**config.mk**
```make
export PLATFORM = sky130hd
export DESIGN_NAME = quad_pos_counter
export DESIGN_NICKNAME = d
export VERILOG_FILES = /design/src/rtl/quad_pos_counter.sv
export SDC_FILE = /design/constraint.sdc
export NUM_CORES = 1
export LEC_CHECK = 0
export ABC_CLOCK_PERIOD_IN_PS = 4900
export BUFFER_PORTS_ARGS = -buffer_cell sky130_fd_sc_hd__buf_2
export CORE_MARGIN = 5
export CORE_UTILIZATION = 55
export CTS_BUF_LIST = sky130_fd_sc_hd__clkbuf_4
export CTS_CLUSTER_SIZE = 40
export DETAILED_ROUTE_END_ITERATION = 8
export GPL_TIMING_DRIVEN = 0
export PLACE_DENSITY_LB_ADDON = 0.08
export SLEW_MARGIN = 40
export SYNTH_ARGS = -nofsm -noshare
export SYNTH_HDL_FRONTEND = slang
export SYNTH_SLANG_ARGS = --single-unit
```
**constraint.sdc**
```tcl
create_clock -name clk -period 4.9 [get_ports clk]
set_input_delay 1.47 -clock clk [delete_from_list [all_inputs] [get_ports clk]]
set_output_delay 1.47 -clock clk [all_outputs]
set_load 0.01 [all_outputs]
```
**src/rtl/quad_pos_counter.sv**
```systemverilog
module quad_pos_counter #(
  parameter int CW = 16,
  parameter int FW = 4
) (
  input  logic          clk,
  input  logic          rst_n,
  input  logic          mode,
  input  logic          inv_a,
  input  logic          inv_b,
  input  logic          filt_en_a,
  input  logic          filt_en_b,
  input  logic [FW-1:0] filt_val_a,
  input  logic [FW-1:0] filt_val_b,
  input  logic [CW-1:0] lim_lo,
  input  logic [CW-1:0] lim_hi,
  input  logic          in_a,
  input  logic          in_b,
  input  logic          clr,
  input  logic          ovf_clr,
  output logic [CW-1:0] count,
  output logic          dir_up,
  output logic          ovf,
  output logic          ovf_top
);

  logic [1:0] sync1, sync2, dec, flt, prv, fen;
  logic [FW-1:0] fval [2];

  assign dec = sync2 ^ {inv_b, inv_a};
  assign fen = {filt_en_b, filt_en_a};
  assign fval[0] = filt_val_a;
  assign fval[1] = filt_val_b;

  always_ff @(posedge clk or negedge rst_n)
    if (!rst_n) begin
      sync1 <= '0;
      sync2 <= '0;
      prv   <= '0;
    end else begin
      sync1 <= {in_b, in_a};
      sync2 <= sync1;
      prv   <= flt;
    end

  for (genvar g = 0; g < 2; g++) begin : g_line
    logic [FW-1:0] hold;
    logic          lvl;
    always_ff @(posedge clk or negedge rst_n)
      if (!rst_n) begin
        hold <= '0;
        lvl  <= 1'b0;
      end else if (!fen[g] || dec[g] == lvl) begin
        hold <= '0;
        lvl  <= dec[g];
      end else if (hold >= fval[g]) begin
        hold <= '0;
        lvl  <= dec[g];
      end else begin
        hold <= hold + 1'b1;
      end
    assign flt[g] = lvl;
  end

  logic [1:0] chg;
  logic ab_step, ab_up, cd_step, step, up;

  assign chg     = flt ^ prv;
  assign ab_step = (chg == 2'b01) || (chg == 2'b10);
  assign ab_up   = chg[0] ? (flt[0] ^ flt[1]) : ~(flt[0] ^ flt[1]);
  assign cd_step = flt[0] & ~prv[0];
  assign step    = mode ? cd_step : ab_step;
  assign up      = mode ? flt[1] : ab_up;

  always_ff @(posedge clk or negedge rst_n)
    if (!rst_n) begin
      count   <= '0;
      dir_up  <= 1'b0;
      ovf     <= 1'b0;
      ovf_top <= 1'b0;
    end else begin
      if (ovf_clr) ovf <= 1'b0;
      if (clr) begin
        count <= lim_lo;
      end else if (step) begin
        dir_up <= up;
        if (up) begin
          if (count == lim_hi) begin
            count   <= lim_lo;
            ovf     <= 1'b1;
            ovf_top <= 1'b1;
          end else begin
            count <= count + 1'b1;
          end
        end else begin
          if (count == lim_lo) begin
            count   <= lim_hi;
            ovf     <= 1'b1;
            ovf_top <= 1'b0;
          end else begin
            count <= count - 1'b1;
          end
        end
      end
    end

endmodule

```
==> results of run 1 <==
## per-layer routing
| metal | routed length, µm | part of all wire [%] | vias to the layer above | track usage [%] |
|---|---|---|---|---|
| li1 | - | - | 1334 | - |
| met1 | 3610 | 45 | 1256 | 31.5 |
| met2 | 3620 | 45 | 115 | 36.0 |
| met3 | 626 | 7.8 | 12 | 5.03 |
| met4 | 127 | 1.6 | 0 | 7.60 |
| met5 | 0 | 0 | - | 0 |
## layout make-up
cell class / instances / area (µm²) / share of cell area [%]
Clock buffer: 5 / 37.5 / 1.08
Timing Repair Buffer: 68 / 343 / 9.85
Sequential cell: 35 / 876 / 25.2
Tap cell: 70 / 87.6 / 2.52
Multi-Input combinational cell: 258 / 1910 / 54.9
Clock inverter: 2 / 37.5 / 1.08
Buffer: 24 / 116 / 3.34
Inverter: 19 / 71.3 / 2.05
## cells in the final DEF (no fill, tap or decap), types with 7 or more instances in the layout
| master | instances |
|---|---|
| a22oi_1 | 12 |
| buf_2 | 82 |
| clkbuf_1 | 7 |
| dfrtp_1 | 35 |
| ha_1 | 13 |
| inv_1 | 19 |
| mux2i_1 | 17 |
| nand2_1 | 20 |
| nand3_1 | 9 |
| nor2_1 | 30 |
| nor3_1 | 8 |
| o211ai_1 | 11 |
| o21ai_0 | 7 |
| xnor2_1 | 23 |
| xor2_1 | 46 |
## synth_stat cells, types with 8 or more instances
cell      count
inv_1        19
nand3_1       9
xnor2_1      23
a22oi_1      12
nand2_1      20
ha_1         13
o211ai_1     11
dfrtp_1      35
nor3_1        8
xor2_1       46
buf_2        15
nor2_1       30
mux2i_1      17
## registers in the layout, indices dropped and copies added (netlist names)
name and flops:
g_line.lvl 2, dir_up 1, sync2 2, g_line.hold 8
ovf_top 1, count 16, sync1 2, ovf 1
prv 2
## cells by family after synthesis
| kind of cell | count (synthesis) |
|---|---|
| mux | 20 |
| xor+xnor | 70 |
| buf+inv | 43 |
| flops | 35 |
| fa+ha+maj | 13 |
| simple gates | 100 |
| compound gates | 55 |
## final timing paths
path,startpoint,to,slack [ns],cells after the start
max in group asynchronous,rst_n,count[8],3.53,1
min in group asynchronous,rst_n,count[9],1.06,1
min,sync1[1],sync2[1],0.36,0
min reg2reg,sync1[1],sync2[1],0.36,0
max,lim_lo[13],count[3],1.88,8
max reg2reg,g_line[0].lvl,count[7],2.22,7
## where the power goes
part	internal, W	leakage, nW	switching, W	total, W
sequential	0.000355	0.432	0.0000450	0.000401
combinational	0.000363	1.24	0.000518	0.000881
clock	0.000105	0.0373	0.000109	0.000213
## through the flow
step | std cells | worst slack, ns
after floorplan | 336 | 1.99
after global placement | 474 | 1.50
after detailed placement | 474 | 1.53
after CTS | 481 | 1.91
after global routing | 481 | 1.73
final | 481 | 1.88
==> metrics.txt, run 1 <==
outcome=finished, final reports clean; Antenna Nets Post-Route=0; Post-Synth Adder-Cell Area=5.46%; Synth Instances=336; min cycle time layout=3.02 ns; hpwl dp=6040 µm; gr ovfl total=0; ANT cells=0; min-delay worst type=flip-flop to flip-flop; Hold Fails Final Rpt=0; # DRC=0; RSZ-0062 raised after global routing=false; Yosys cell types=42; # port buffers=68; CP Launch Type=input port; Clock Latency Late Sink=0.35 ns; DIE AREA=6980 µm²; Crit Path Max Fanout=10; Setup violations, final=0; critical path required time=5.18 ns; initial antenna violation count=0; CP Cell Sequence=buf_2 > xor2_1 > nor4_1 > nand4_1 > clkbuf_1 > nand2_1 > o21ai_0 > o211ai_1; total chip power=0.00149 W; Layout area overhead=17.0%; maximum capacitance violations=0; Mapped Area=2980 µm²; # H-tree levels=2; fin nets=475; global-route wire length before repair=13200 µm; wire length per cell=16.6 µm; Max Fclk=331 MHz; maximum clock path buffer count=2; max-slew violation count=0; # clock sinks=35; GRT Total Usage=23.0%; CP endpoint kind=flip-flop; flops & latches, synth=35; Largest stage delay, worst path=0.44 ns; starting density of the core=57.5%; Worst Path Buf+Inv=2; number of enable flip-flop cells after synthesis=0; Layout fillers=444; Area contributors post-synth=dfrtp_1, xor2_1, xnor2_1, mux2i_1, ha_1; CP delay by family, top=simple AND/OR/NAND/NOR gates; DR vias=2717; # resized after CTS=0; largest family of logic cells by synthesized area=XOR/XNOR gates; Reg clk slew, reported paths=0.11 ns; total CTS buffers=5; Design Area, Final=3480 µm²; Post-Route WL=7990 µm; CTS tree=yes; syn_nets=400; first-iteration detailed-routing DRC count=212; Setup Fix Bufs, Post-CTS=0; Placeable Area=5170 µm²; die span in x=83.6 µm; Worst VDD drop=0.316 mV; largest net degree at the start of global routing=36; CP arrival=3.30 ns; complex-gate fraction of the synthesized area=13.3%; Root Driver=clkbuf_4; Synth Warn #=0; vias per inst=5.65; xor and xnor fraction of the mapped netlist area=21.1%; sum of negative setup slack=0 ns; final setup skew=0.00715 ns; number of hold buffers added after CTS=0; Yosys top cell by area=dfrtp_1; worst relative slew slack=51.4%; Period Utilization, post-route=61.7%; Syn Area/Cell=8.86 µm²; Least-Margin Pin Slew=0.726 ns; Die H=83.6 µm; vias in the first global route=2729; FP Rows=26; Placed Area=3400 µm²; Synth Area in Simple Gates=17.6%; Layout Utilization=67.3%; share of post-route cells with drive strength above 1=24.8%; multiplexer share of the synthesized area=6.85%; Synth Flop Type=dfrtp_1; Worst path slowest cell=nor4_1; post-synthesis sequential area ratio=29.4%; Leak=1.70 nW; worst hold slack=0.360 ns; TritonRoute pass-1 iters=5; CP Class=input port to flip-flop; RePlAce Congestion=0.929; Cell Pwr Density=429 nW/µm²; Yosys top cell area share=29.4%; ys async rst share=100%; I/O Pins=70
Power figures use the tool's default switching activity.
==> run 2, diff against run 1 <==
- ABC_CLOCK_PERIOD_IN_PS: 4900 -> 2550
- CORE_UTILIZATION: 55 -> 51
- clock period: 4.9 -> 2.55 ns (I/O delays scaled with it)
==> run 2 against run 1 <==
Compared with the run above: clock skew increased by 0.0096 ns; first-iteration DRC count increased by 15%; routed wire length decreased by 0.73%; critical path depth decreased by 1; utilization decreased by 3.9 points; hold slack got worse by 0.020 ns; clock power increased by 100%; sequential cell count unchanged; global-route usage decreased by 0.79 points; final cell count increased by 1.7%; largest power group unchanged.
==> metrics.txt, run 2 (synthesized netlist as in run 1, its figures left out) <==
worst relative slew slack=57.9%; setup ws final=0.180 ns; most common cell after layout, fill and taps aside=buf_2; # DRC=0; Largest stage delay, worst path=0.45 ns; number of hold buffers added after CTS=0; Top reg by flops=count; CP Cell Sequence=ha_1 > xnor3_1 > nor2_1 > nor3_1 > nand2_2 > clkbuf_2 > o211ai_1; critical path required time=2.83 ns; Antenna Nets Post-Route=0; Setup WS pre-CTS=-0.128 ns; Worst path slowest cell=dfrtp_1; Post-Route WL=7930 µm; Stages on worst setup path=7; starting density of the core=53.4%; Layout fillers=501; CP Launch Type=flip-flop; DIE AREA=7460 µm²; maximum capacitance violations=0; Period Utilization, post-route=92.9%; CP startpoint=g_line[0].lvl; total chip power=0.00289 W; initial antenna violation count=0; CP arrival=2.65 ns; TritonRoute pass-1 iters=4; outcome=finished, final reports clean; Leak=1.74 nW; CP delay by family, top=simple AND/OR/NAND/NOR gates; vias in the first global route=2694; # H-tree levels=2; CP Class=flip-flop to flip-flop; Die H=86.4 µm; internal reg-to-reg setup slack=0.18 ns; # clock sinks=35; Worst VDD drop=0.718 mV; global-route wire length before repair=13200 µm; Max Fclk=422 MHz; Critical Path End=count[7]; Cell Pwr Density=818 nW/µm²; Placeable Area=5570 µm²; DR vias=2724; end of the worst register-to-register path=count[7]; die span in x=86.4 µm; Root Driver=clkbuf_4; Crit Path Max Fanout=10; vias per inst=5.57; Least-Margin Pin Slew=0.632 ns; Worst Path Buf+Inv=1; R2R depth=7; hpwl dp=5990 µm; maximum clock path buffer count=2; total CTS buffers=5; RePlAce Congestion=0.951; ANT cells=0; first-iteration detailed-routing DRC count=243; Layout Utilization=63.4%; worst reg2reg path startpoint=g_line[0].lvl; CTS tree=yes; I/O Pins=70; gr ovfl total=0; Reg clk slew, reported paths=0.13 ns; min cycle time layout=2.37 ns; Clock Latency Late Sink=0.36 ns; Largest register FFs=16; largest net degree at the start of global routing=36; largest registers=count x16, g_line.hold x8; RSZ-0062 raised after global routing=false; share of post-route cells with drive strength above 1=26.6%; FP Rows=27; # port buffers=68; Hold Fails Final Rpt=0; final setup skew=0.0167 ns; Setup violations, final=0; CP endpoint kind=flip-flop; wire length per cell=16.2 µm; Layout area overhead=18.7%; most frequent cells in the layout=buf_2, xor2_1, dfrtp_1; max-slew violation count=0; fin nets=480; GRT Total Usage=22.2%; min-delay worst type=input port to async pin
==> run 2: power by group <==
| group | leakage [nW] | switching, W | total [W] | internal, W |
|---|---|---|---|---|
| registers | 0.432 | 0.0000830 | 0.000766 | 0.000683 |
| logic | 1.26 | 0.000997 | 0.00170 | 0.000702 |
| clock network | 0.0432 | 0.000219 | 0.000426 | 0.000207 |
| total | 1.74 | 0.00130 | 0.00289 | 0.00159 |
==> run 2: worst reg2reg max path, delay by kind of cell, from the launching register on <==
family | cells | cell delay [ns]
AO/OA/AOI/OAI | 1 | 0.23
XOR/XNOR | 1 | 0.30
adder cells (fa/ha/maj) | 1 | 0.35
buffers and inverters | 1 | 0.30
flip-flops | 1 | 0.45
AND/OR/NAND/NOR | 3 | 0.68
==> run 2: per-stage QoR <==
step | hold slack (ns) | area, µm² | TNS, ns | std cells
2_1_floorplan | 0.331 | 2980 | 0 | 336
3_3_place_gp | 0.333 | 3410 | -1.19 | 476
4_1_cts | 0.365 | 3490 | 0 | 484
3_5_place_dp | 0.336 | 3410 | -0.950 | 476
5_1_grt | 0.375 | 3530 | 0 | 489
6_report | 0.340 | 3530 | 0 | 489
==> run 2: area by class of cell <==
class                   count  area (µm²)  share of cell area, %
clock buffers               5        37.5                   1.06
inverters                  19        71.3                   2.02
repair buffers             73         380                   10.8
clock inverters             3        42.5                   1.20
multi-input cells         258        1920                   54.3
well taps                  72        90.1                   2.55
flip-flops and latches     35         876                   24.8
plain buffers              24         119                   3.36
==> run 2: worst min-delay path by stage <==
stage | from | slack [ns] | cells after the start | to
global route | rst_n | 0.38 | 1 | count[6]
CTS | sync1[1] | 0.36 | 0 | sync2[1]
global placement | sync1[0] | 0.33 | 0 | sync2[0]
finish | rst_n | 0.34 | 1 | count[9]
floorplan | sync1[0] | 0.33 | 0 | sync2[0]
detailed placement | sync1[1] | 0.34 | 0 | sync2[1]
==> run 2: routing by layer <==
metal  up-vias  wire length (µm)  global-route usage (%)
li1       1339                 -                       -
met1      1281              3600                    31.0
met2        94              3670                    36.0
met3        10               576                    3.80
met4         0                82                    5.24
met5         -                 0                       0
==> run 2: timing repair <==
action	4_1_cts	5_1_grt
setup endpoints to repair	8	14
gates resized for setup	1	3
pin swaps	0	2
buffers inserted	0	5
==> run 3, diff against run 2 <==
==> constraint.sdc (replaced) <==
create_clock -name clk -period 2.55 [get_ports clk]
set_input_delay 0.765 -clock clk [delete_from_list [all_inputs] [get_ports clk]]
set_output_delay 0.765 -clock clk [all_outputs]
set_load 0.1 [all_outputs]
==> run 3 against run 2 <==
Compared with the run above: cell area down 0.64%; die area unchanged; routed wire length up 3.5%; critical path depth unchanged; combinational power up 43%; critical path type unchanged; largest cell class unchanged; highest routed layer unchanged.
==> metrics.txt, run 3 (synthesized netlist as in run 1, its figures left out) <==
global-route wire length before repair=13400 µm; ANT cells=0; number of hold buffers added after CTS=0; GRT Total Usage=22.8%; Hold Fails Final Rpt=0; Crit Path Max Fanout=10; total CTS buffers=5; CP Launch Type=flip-flop; CP endpoint kind=flip-flop; Reg clk slew, reported paths=0.14 ns; # clock sinks=35; worst relative slew slack=57.9%; FP Rows=27; Largest stage delay, worst path=0.45 ns; Period Utilization, post-route=95.7%; Highest Signal Layer=met4; final setup skew=0.0147 ns; setup ws final=0.110 ns; Antenna Nets Post-Route=0; RePlAce Congestion=0.881; non-filler cells, final=484; vias per inst=5.63; CTS tree=yes; Setup Fix Bufs, Post-CTS=0; RSZ-0062 raised after global routing=false; Layout area overhead=18.0%; share of post-route cells with drive strength above 1=28.4%; total chip power=0.00364 W; Cell Pwr Density=1040 nW/µm²; initial antenna violation count=0; M1 WL=3880 µm; most common cell after layout, fill and taps aside=buf_2; DR vias=2723; wire length per cell=17.0 µm; die span in x=86.4 µm; # H-tree levels=2; DIE AREA=7460 µm²; vias in the first global route=2811; most frequent cells in the layout=buf_2, xor2_1, nor2_1; outcome=finished, final reports clean; Die H=86.4 µm; # port buffers=68; starting density of the core=53.4%; I/O Pins=70; Post-Route WL=8200 µm; worst hold slack=0.338 ns; Worst path slowest cell=nor4_1; maximum capacitance violations=0; # DRC=0; CP delay by family, top=simple AND/OR/NAND/NOR gates; Leak=1.71 nW; Design Area, Final=3510 µm²; Clock Latency Late Sink=0.36 ns; met2 WL post-DR=3670 µm; WL met3=524 µm; first-iteration detailed-routing DRC count=176; fin nets=475; CP arrival=2.67 ns; Top reg by flops=count; Least-Margin Pin Slew=0.632 ns; min-delay worst type=input port to async pin; Worst VDD drop=0.800 mV; gr ovfl total=0; TritonRoute pass-1 iters=4; Max Fclk=410 MHz; Largest register FFs=16; critical path required time=2.78 ns; largest registers=count x16, g_line.hold x8; CP Cell Sequence=buf_2 > xor2_1 > nor4_1 > nand4_1 > buf_2 > mux2i_1 > o221ai_1; max-slew violation count=0; min cycle time layout=2.44 ns; most used cell, CP=buf_2; Setup WS pre-CTS=-0.164 ns; Post-Place Cells=476; CP Class=flip-flop to flip-flop; maximum clock path buffer count=2; Placeable Area=5570 µm²; Worst Path Buf+Inv=2; Setup violations, final=0; hpwl dp=6130 µm; Root Driver=clkbuf_4; largest net degree at the start of global routing=36; Placed Area=3420 µm²
==> run 3: final timing paths <==
kind                       slack [ns]  cells past startpoint        end      start
max reg2reg                      0.11                      7  count[10]  count[13]
max in group asynchronous        1.85                      1  count[13]      rst_n
min reg2reg                      0.37                      0   sync2[0]   sync1[0]
max                              0.11                      7  count[10]  count[13]
min in group clk                 0.37                      0   sync2[0]   sync1[0]
min                              0.34                      1   count[5]      rst_n
==> run 3: what timing repair did <==
action	CTS	global route
pin swaps	0	0
endpoints found under the setup margin	10	12
hold endpoints to repair	0	0
resized for setup	2	4
==> run 3: cell type report <==
type,instances,area (µm²)
Fill cell,528,2060
Clock buffer,6,45.0
Multi-Input combinational cell,258,1920
Inverter,19,71.3
Clock inverter,2,37.5
Timing Repair Buffer,68,343
Tap cell,72,90.1
Buffer,24,120
Sequential cell,35,887
==> run 3: metal layers <==
metal	GRT usage (%)	up-vias
met5	0	-
met4	6.52	0
met3	4.56	13
met2	35.5	102
met1	32.0	1277
li1	-	1331
==> run 3: metrics by stage <==
step / setup TNS [ns] / utilization [%]
floorplan: 0 / -
global placement: -2.04 / 61.3
detailed placement: -1.54 / 61.3
CTS: 0 / 62.9
global route: 0 / 63.0
finish: 0 / 63.0
==> run 3: report_power, final <==
group          switching, W  leakage [nW]  internal (W)
combinational       0.00173          1.24      0.000703
sequential        0.0000839         0.422      0.000692
clock              0.000222        0.0419      0.000218
total               0.00203          1.71       0.00161
